`config.mk`:
```
export PLATFORM = sky130hd
export DESIGN_NAME = sscfg_loader
export DESIGN_NICKNAME = d
export VERILOG_FILES = /design/src/rtl/sscfg_pkg.sv /design/src/rtl/sscfg_sync.sv /design/src/rtl/sscfg_timer.sv /design/src/rtl/sscfg_shifter.sv /design/src/rtl/sscfg_ctrl.sv /design/src/rtl/sscfg_loader.sv
export SDC_FILE = /design/constraint.sdc
export NUM_CORES = 1
export LEC_CHECK = 0
export BUFFER_PORTS_ARGS = -buffer_cell sky130_fd_sc_hd__buf_2
export CAP_MARGIN = 20
export CORE_ASPECT_RATIO = 0.7
export CORE_UTILIZATION = 56
export CTS_BUF_LIST = sky130_fd_sc_hd__clkbuf_16
export DETAILED_ROUTE_END_ITERATION = 7
export GPL_TIMING_DRIVEN = 0
export HOLD_SLACK_MARGIN = 0.05
export MAX_ROUTING_LAYER = met4
export PLACE_DENSITY = 0.8
export SYNTH_ARGS = -nofsm -noshare
export SYNTH_HDL_FRONTEND = slang
export SYNTH_SLANG_ARGS = --single-unit
```
`constraint.sdc`:
```
create_clock -name clk -period 2.7 [get_ports clk]
set_clock_uncertainty 0.2 [all_clocks]
set_input_delay 0.27 -clock clk [delete_from_list [all_inputs] [get_ports clk]]
set_output_delay 0.27 -clock clk [all_outputs]
set_load 0.02 [all_outputs]
```
`src/rtl/sscfg_pkg.sv`:
```
`timescale 1ns/1ps
// Shared types for the slave-serial configuration sequencer.
// Assumes: nothing beyond IEEE 1800-2017 packages.
package sscfg_pkg;

    // Result code reported to the host
    typedef enum logic [1:0] {
        ERR_NONE       = 2'd0,
        ERR_DONE_EARLY = 2'd1,
        ERR_TIMEOUT    = 2'd2,
        ERR_REJECT     = 2'd3
    } sscfg_err_e;

    // Sequence states of the controller
    typedef enum logic [2:0] {
        S_IDLE,
        S_PULSE,
        S_CHECK,
        S_WAIT,
        S_DATA,
        S_ENDCHK,
        S_POLL,
        S_TAIL
    } sscfg_state_e;

    localparam logic [7:0] PAD_BYTE = 8'hFF;

endpackage

```
`src/rtl/sscfg_sync.sv`:
```
`timescale 1ns/1ps
// Multi-stage synchroniser for the asynchronous DONE pin.
// Assumes: STAGES >= 2; output resets low (target treated as unconfigured).
module sscfg_sync #(
    parameter int STAGES = 2
) (
    input  logic clk,
    input  logic rst_n,
    input  logic d_i,
    output logic q_o
);
    logic [STAGES-1:0] chain_q;

    // Shift the raw level through the flop chain
    always_ff @(posedge clk) begin
        if (!rst_n) chain_q <= '0;
        else        chain_q <= {chain_q[STAGES-2:0], d_i};
    end

    assign q_o = chain_q[STAGES-1];
endmodule

```
`src/rtl/sscfg_timer.sv`:
```
`timescale 1ns/1ps
// Loadable down-counter shared by the pulse, settle and timeout phases.
// Assumes: a load overrides counting; expired_o is high while the count is zero.
module sscfg_timer #(
    parameter int W = 32
) (
    input  logic         clk,
    input  logic         rst_n,
    input  logic         load_i,
    input  logic [W-1:0] val_i,
    output logic         expired_o
);
    logic [W-1:0] cnt_q;

    // Load a new interval or count down towards zero
    always_ff @(posedge clk) begin
        if (!rst_n)              cnt_q <= '0;
        else if (load_i)         cnt_q <= val_i;
        else if (cnt_q != '0)    cnt_q <= cnt_q - 1'b1;
    end

    assign expired_o = (cnt_q == '0);
endmodule

```
`src/rtl/sscfg_shifter.sv`:
```
`timescale 1ns/1ps
// Byte serialiser that produces the configuration clock and data line.
// A byte is shifted MSB first; data moves on the falling clock edge and
// is stable through each rising edge. One byte takes 16*HALF cycles.
// Assumes: load_i is only honoured while idle; data idles high.
module sscfg_shifter #(
    parameter int HALF = 4
) (
    input  logic       clk,
    input  logic       rst_n,
    input  logic       load_i,
    input  logic [7:0] byte_i,
    output logic       idle_o,
    output logic       cclk_o,
    output logic       din_o
);
    localparam int CW = (HALF > 1) ? $clog2(HALF) : 1;

    logic [CW-1:0] div_q;
    logic [2:0]    bit_q;
    logic [7:0]    sh_q;
    logic          cclk_q;
    logic          act_q;
    logic          tick;

    assign tick = (div_q == CW'(HALF - 1));

    // Half-period divider, clock toggle and shift on the falling edge
    always_ff @(posedge clk) begin
        if (!rst_n) begin
            div_q  <= '0;
            bit_q  <= '0;
            sh_q   <= 8'hFF;
            cclk_q <= 1'b0;
            act_q  <= 1'b0;
        end else if (load_i && !act_q) begin
            sh_q   <= byte_i;
            act_q  <= 1'b1;
            cclk_q <= 1'b0;
            div_q  <= '0;
            bit_q  <= '0;
        end else if (act_q) begin
            if (tick) begin
                div_q <= '0;
                if (!cclk_q) begin
                    cclk_q <= 1'b1;
                end else begin
                    cclk_q <= 1'b0;
                    sh_q   <= {sh_q[6:0], 1'b1};
                    bit_q  <= bit_q + 1'b1;
                    if (bit_q == 3'd7) act_q <= 1'b0;
                end
            end else begin
                div_q <= div_q + 1'b1;
            end
        end
    end

    assign idle_o = !act_q;
    assign cclk_o = cclk_q;
    assign din_o  = sh_q[7];
endmodule

```
`src/rtl/sscfg_ctrl.sv`:
```
`timescale 1ns/1ps
// Sequence controller: program pulse, DONE sanity check, settle wait,
// image streaming, padding with DONE polling, trailing byte, result flags.
// Assumes: done_s_i is already synchronised; the timer and shifter are
// the neighbouring blocks in the top module.
module sscfg_ctrl
    import sscfg_pkg::*;
#(
    parameter int TO_W      = 32,
    parameter int TMR_W     = 32,
    parameter int PULSE_CYC = 200,
    parameter int WAIT_CYC  = 1500000
) (
    input  logic             clk,
    input  logic             rst_n,
    input  logic             start_i,
    input  logic             partial_i,
    input  logic [TO_W-1:0]  timeout_i,
    input  logic             done_s_i,
    input  logic             tmr_expired_i,
    output logic             tmr_load_o,
    output logic [TMR_W-1:0] tmr_val_o,
    input  logic             sh_idle_i,
    output logic             sh_load_o,
    output logic [7:0]       sh_byte_o,
    input  logic [7:0]       s_data_i,
    input  logic             s_valid_i,
    input  logic             s_last_i,
    output logic             s_ready_o,
    output logic             prog_n_o,
    output logic             busy_o,
    output logic             ok_o,
    output logic [1:0]       err_code_o
);
    sscfg_state_e state_q, state_d;
    sscfg_err_e   err_q;
    logic         ok_q;
    logic         prog_q;
    logic         last_q;
    logic         accept;
    logic         take;

    assign accept = (state_q == S_IDLE) && start_i;
    assign take   = s_ready_o && s_valid_i;

    // Next-state, timer, shifter and stream-ready decode
    always_comb begin
        state_d    = state_q;
        tmr_load_o = 1'b0;
        tmr_val_o  = '0;
        sh_load_o  = 1'b0;
        sh_byte_o  = s_data_i;
        s_ready_o  = 1'b0;
        unique case (state_q)
            S_IDLE: begin
                if (start_i && !partial_i) begin
                    state_d    = S_PULSE;
                    tmr_load_o = 1'b1;
                    tmr_val_o  = TMR_W'(PULSE_CYC);
                end
            end
            S_PULSE: begin
                if (tmr_expired_i) state_d = S_CHECK;
            end
            S_CHECK: begin
                if (done_s_i) begin
                    state_d = S_IDLE;
                end else begin
                    state_d    = S_WAIT;
                    tmr_load_o = 1'b1;
                    tmr_val_o  = TMR_W'(WAIT_CYC);
                end
            end
            S_WAIT: begin
                if (tmr_expired_i) state_d = S_DATA;
            end
            S_DATA: begin
                s_ready_o = sh_idle_i && !last_q;
                sh_load_o = s_ready_o && s_valid_i;
                if (last_q && sh_idle_i) state_d = S_ENDCHK;
            end
            S_ENDCHK: begin
                sh_load_o = 1'b1;
                sh_byte_o = PAD_BYTE;
                if (done_s_i) begin
                    state_d = S_TAIL;
                end else begin
                    state_d    = S_POLL;
                    tmr_load_o = 1'b1;
                    tmr_val_o  = TMR_W'(timeout_i);
                end
            end
            S_POLL: begin
                if (sh_idle_i) begin
                    if (done_s_i) begin
                        sh_load_o = 1'b1;
                        sh_byte_o = PAD_BYTE;
                        state_d   = S_TAIL;
                    end else if (tmr_expired_i) begin
                        state_d = S_IDLE;
                    end else begin
                        sh_load_o = 1'b1;
                        sh_byte_o = PAD_BYTE;
                    end
                end
            end
            S_TAIL: begin
                if (sh_idle_i) state_d = S_IDLE;
            end
            default: state_d = S_IDLE;
        endcase
    end

    // State register
    always_ff @(posedge clk) begin
        if (!rst_n) state_q <= S_IDLE;
        else        state_q <= state_d;
    end

    // Program pin: low from an accepted start until the pulse timer ends
    always_ff @(posedge clk) begin
        if (!rst_n)                                   prog_q <= 1'b1;
        else if (accept && !partial_i)                prog_q <= 1'b0;
        else if (state_q == S_PULSE && tmr_expired_i) prog_q <= 1'b1;
    end

    // End-of-image marker seen during the data phase
    always_ff @(posedge clk) begin
        if (!rst_n)                 last_q <= 1'b0;
        else if (accept)            last_q <= 1'b0;
        else if (take && s_last_i)  last_q <= 1'b1;
    end

    // Sticky result flags, cleared by the next accepted start
    always_ff @(posedge clk) begin
        if (!rst_n) begin
            ok_q  <= 1'b0;
            err_q <= ERR_NONE;
        end else if (accept) begin
            ok_q  <= 1'b0;
            err_q <= partial_i ? ERR_REJECT : ERR_NONE;
        end else if (state_q == S_CHECK && done_s_i) begin
            err_q <= ERR_DONE_EARLY;
        end else if (state_q == S_POLL && sh_idle_i && !done_s_i && tmr_expired_i) begin
            err_q <= ERR_TIMEOUT;
        end else if (state_q == S_TAIL && sh_idle_i) begin
            ok_q  <= 1'b1;
        end
    end

    assign prog_n_o   = prog_q;
    assign busy_o     = (state_q != S_IDLE);
    assign ok_o       = ok_q;
    assign err_code_o = err_q;
endmodule

```
`src/rtl/sscfg_loader.sv`:
```
`timescale 1ns/1ps
// Top of the slave-serial configuration sequencer.
// Converts time parameters into cycle counts (rounded so the program
// pulse is never short) and joins synchroniser, timer, shifter and
// controller. Assumes: clk runs at CLK_HZ; done_i is asynchronous.
module sscfg_loader #(
    parameter int CLK_HZ    = 200000000,
    parameter int PULSE_NS  = 1000,
    parameter int WAIT_US   = 7500,
    parameter int CCLK_HALF = 4,
    parameter int TO_W      = 32
) (
    input  logic            clk,
    input  logic            rst_n,
    input  logic            start_i,
    input  logic            partial_i,
    input  logic [TO_W-1:0] timeout_i,
    input  logic [7:0]      s_data_i,
    input  logic            s_valid_i,
    input  logic            s_last_i,
    output logic            s_ready_o,
    output logic            prog_n_o,
    output logic            cclk_o,
    output logic            din_o,
    input  logic            done_i,
    output logic            busy_o,
    output logic            ok_o,
    output logic [1:0]      err_code_o,
    output logic            tgt_cfg_o
);
    localparam longint NS_PER_S  = 64'd1000000000;
    localparam longint US_PER_S  = 64'd1000000;
    localparam int PULSE_CYC = int'((longint'(CLK_HZ) * longint'(PULSE_NS) + NS_PER_S - 1) / NS_PER_S);
    localparam int WAIT_CYC  = int'((longint'(CLK_HZ) * longint'(WAIT_US) + US_PER_S - 1) / US_PER_S);
    localparam int W_WAIT    = $clog2(WAIT_CYC + 1);
    localparam int W_PULSE   = $clog2(PULSE_CYC + 1);
    localparam int W_TP      = (W_WAIT > W_PULSE) ? W_WAIT : W_PULSE;
    localparam int TMR_W     = (TO_W > W_TP) ? TO_W : W_TP;

    logic             done_s;
    logic             tmr_load;
    logic [TMR_W-1:0] tmr_val;
    logic             tmr_expired;
    logic             sh_load;
    logic [7:0]       sh_byte;
    logic             sh_idle;

    sscfg_sync #(.STAGES(2)) u_sync (
        .clk   (clk),
        .rst_n (rst_n),
        .d_i   (done_i),
        .q_o   (done_s)
    );

    sscfg_timer #(.W(TMR_W)) u_timer (
        .clk       (clk),
        .rst_n     (rst_n),
        .load_i    (tmr_load),
        .val_i     (tmr_val),
        .expired_o (tmr_expired)
    );

    sscfg_shifter #(.HALF(CCLK_HALF)) u_shift (
        .clk    (clk),
        .rst_n  (rst_n),
        .load_i (sh_load),
        .byte_i (sh_byte),
        .idle_o (sh_idle),
        .cclk_o (cclk_o),
        .din_o  (din_o)
    );

    sscfg_ctrl #(
        .TO_W      (TO_W),
        .TMR_W     (TMR_W),
        .PULSE_CYC (PULSE_CYC),
        .WAIT_CYC  (WAIT_CYC)
    ) u_ctrl (
        .clk           (clk),
        .rst_n         (rst_n),
        .start_i       (start_i),
        .partial_i     (partial_i),
        .timeout_i     (timeout_i),
        .done_s_i      (done_s),
        .tmr_expired_i (tmr_expired),
        .tmr_load_o    (tmr_load),
        .tmr_val_o     (tmr_val),
        .sh_idle_i     (sh_idle),
        .sh_load_o     (sh_load),
        .sh_byte_o     (sh_byte),
        .s_data_i      (s_data_i),
        .s_valid_i     (s_valid_i),
        .s_last_i      (s_last_i),
        .s_ready_o     (s_ready_o),
        .prog_n_o      (prog_n_o),
        .busy_o        (busy_o),
        .ok_o          (ok_o),
        .err_code_o    (err_code_o)
    );

    assign tgt_cfg_o = done_s;
endmodule

```
==> metrics.txt <==
total power=4.86 mW; Starting Density=60.2%; R2R depth=7; share of layout cells above drive strength 1=21.0%; # clock sinks=57; Post-synth EDFFs=0; Syn Inst Count=397; per-cell routed wire length=~17 um; status=completed; IO Port Bufs=55; final-report hold violation count=0; Max VDD drop=756 uV; Ports=56; Hold Crit Class=in -> reg; Max Fclk=0.380 GHz; Rel. slew slack=approximately three fifths; Final setup viols=0; pwr dens=1140 nW/um2; core area=5420 um2; Synth Warn #=0; startpoint types=flop; crit path kind=reg -> reg; max_cap viols=0; gr usage total=between 30% and 40%; most frequent cells in the layout=buf_2 (60), dfxtp_1 (57), nand2_1 (36); first-pass detailed-route iteration total=5; Bufs on Longest Clock Path=2; Leak=1.76 nW; CP arrival=2.66 ns; Non-Filler Instances=576; Critical Path RT=2.73 ns; post-placement cell count=525; Yosys cell types=62; Crit. End Element=flop; Area after DPL=3630 um2; FF-to-FF setup slack=0.07 ns; Post-Route WL=around 10 mm; Synth Register Bits=57; die area=6140 um2; commonest non-fill, non-tap cell in the layout=buf_2; Mapped Area=3260 um2; ys flop type=dfxtp_1; initial antenna violation count=0; register area share after synthesis=35.0%; Die X-Extent=about 93 um; vias in the first global route=3239; max-slew violations=0; Final Cell Area=4270 um2; Final period util=between 90% and 100%; Routed Antenna Nets=0; Clock transition at path regs=0.05 ns; Hold Path Depth=3; DR vias=3611; unrepaired setup endpoints after global routing=no; nets=551; worst skew pair latency=0.33 ns; Worst Max-Slew Pin Slew=~0.6 ns; worst-path maximum fanout=10; GP Congestion=0.889; grt ovf=0; final critical-path required period=roughly 2.6 ns; Post-DP HPWL=6.74 mm; Vias per Instance=6.27; asr flop ratio synth=0%; chip height=65.9 um; CTS H-Tree Depth=3; Synth Area per Inst=8.22 um2; Synthesized Nets=449; global-route wire length before repair=16.1 mm; largest net degree at the start of global routing=11; Root Driver=clkbuf_16; diodes inserted=0; cts bufs inserted=9; CTS tree=yes; Fill cells=423; drt drc=0; DR iter-0 viols=357; area grow syn2layout=30.7%; Rows=22
==> synthesized netlist by cell type, types with 3 or more instances <==
cell type | n | share of area (%)
nand3_1 | 14 | 2.1
nor3_1 | 22 | 3.4
and3_1 | 4 | 0.77
o31a_1 | 3 | 0.81
a221oi_1 | 7 | 1.9
clkbuf_1 | 21 | 2.4
a21oi_1 | 31 | 4.8
nor2_1 | 23 | 2.6
buf_1 | 3 | 0.35
a31oi_1 | 4 | 0.77
a22o_1 | 4 | 1.1
and2_1 | 5 | 0.96
or2_2 | 9 | 1.7
nand2_1 | 36 | 4.1
a221o_1 | 7 | 2.1
mux2i_1 | 4 | 1.2
nor4_1 | 9 | 1.7
o22ai_1 | 4 | 0.77
or3_1 | 5 | 0.96
xnor2_1 | 8 | 2.1
xor2_1 | 7 | 1.9
o31ai_1 | 5 | 1.2
nand4_1 | 7 | 1.3
a22oi_1 | 5 | 1.2
or4_1 | 5 | 1.2
dfxtp_1 | 57 | 35
inv_1 | 10 | 1.2
o21a_1 | 6 | 1.4
buf_2 | 3 | 0.46
nor2b_1 | 7 | 1.3
nand2b_1 | 3 | 0.58
o211a_1 | 5 | 1.5
o21ai_0 | 12 | 1.8
ha_1 | 5 | 1.9
==> per-layer routing <==
layer,wire [um],GRT usage [%],vias up
met5,0,-,-
met4,178,12.5,0
met3,1180,8.05,21
met2,4360,54.2,223
met1,4360,47.3,1671
li1,-,-,1696
==> worst paths after layout <==
kind                     start                 to
max reg2reg  u_ctrl.state_q[1]  u_timer.cnt_q[30]
min reg2reg  u_sync.chain_q[0]  u_sync.chain_q[1]
max          u_ctrl.state_q[1]  u_timer.cnt_q[30]
min                s_data_i[4]    u_shift.sh_q[4]
==> cells by family (layout without fill, tap and decap cells) <==
family,count (synthesis),in the layout,synth area share [%]
AND/OR/NAND/NOR,161,161,27.0
flip-flops,57,57,35.0
multiplexers,4,4,1.23
buffers and inverters,41,148,5.41
AO/OA/AOI/OAI,114,114,25.5
XOR/XNOR,15,15,4.03
adder cells (fa/ha/maj),5,5,1.92
==> power breakdown <==
group | switching, mW | internal (mW)
Clock | 0.401 | 0.607
Combinational | 1.44 | 1.06
Sequential | 0.277 | 1.07
Total | 2.12 | 2.74
==> final cells by class <==
type	count	area, um2	share of cell area, %
clock inverter	7	37.5	0.880
timing repair buffer	91	618	14.5
tap	72	90.1	2.11
inverter	11	41.3	0.968
sequential	57	1140	26.8
multi-input combinational	299	1970	46.2
buffer	30	141	3.31
clock buffer	9	225	5.28
==> critical path, stage by stage (launching register included) <==
cell	delay [ns]
dfxtp_1	0.30
clkbuf_1	0.32
nand3b_1	0.31
nor2_1	0.16
nor2_2	0.35
clkbuf_2	0.35
nand2_1	0.21
a221oi_1	0.33
==> timing repair <==
| action | 4_1_cts | 5_1_grt |
|---|---|---|
| pin swaps | 1 | 3 |
| endpoints found under the setup margin | 28 | 38 |
| resized for setup | 5 | 5 |
| endpoints found under the hold margin | 30 | 0 |
| setup buffers | 2 | 3 |
| hold buffers | 30 | 0 |
==> sequential cells by signal, indices dropped and copies added (netlist names) <==
| register | count |
|---|---|
| u_ctrl.err_code_o | 2 |
| u_ctrl.last_q | 1 |
| u_ctrl.ok_o | 1 |
| u_ctrl.prog_n_o | 1 |
| u_ctrl.state_q | 3 |
| u_shift.act_q | 1 |
| u_shift.bit_q | 3 |
| u_shift.cclk_o | 1 |
| u_shift.div_q | 2 |
| u_shift.sh_q | 8 |
| u_sync.chain_q | 2 |
| u_timer.cnt_q | 32 |
==> per-stage QoR <==
stage          TNS [ns]  hold WS (ns)  util, %  setup slack (ns)
2_1_floorplan         0         0.197        -             0.380
3_3_place_gp      -1.97         0.223     66.9            -0.201
3_5_place_dp      -2.96         0.236     67.0            -0.265
4_1_cts               0        0.0517     78.0           0.00124
5_1_grt               0        0.0655     78.7           0.00428
6_report              0        0.0564     78.7            0.0673
Power figures use the tool's default switching activity.
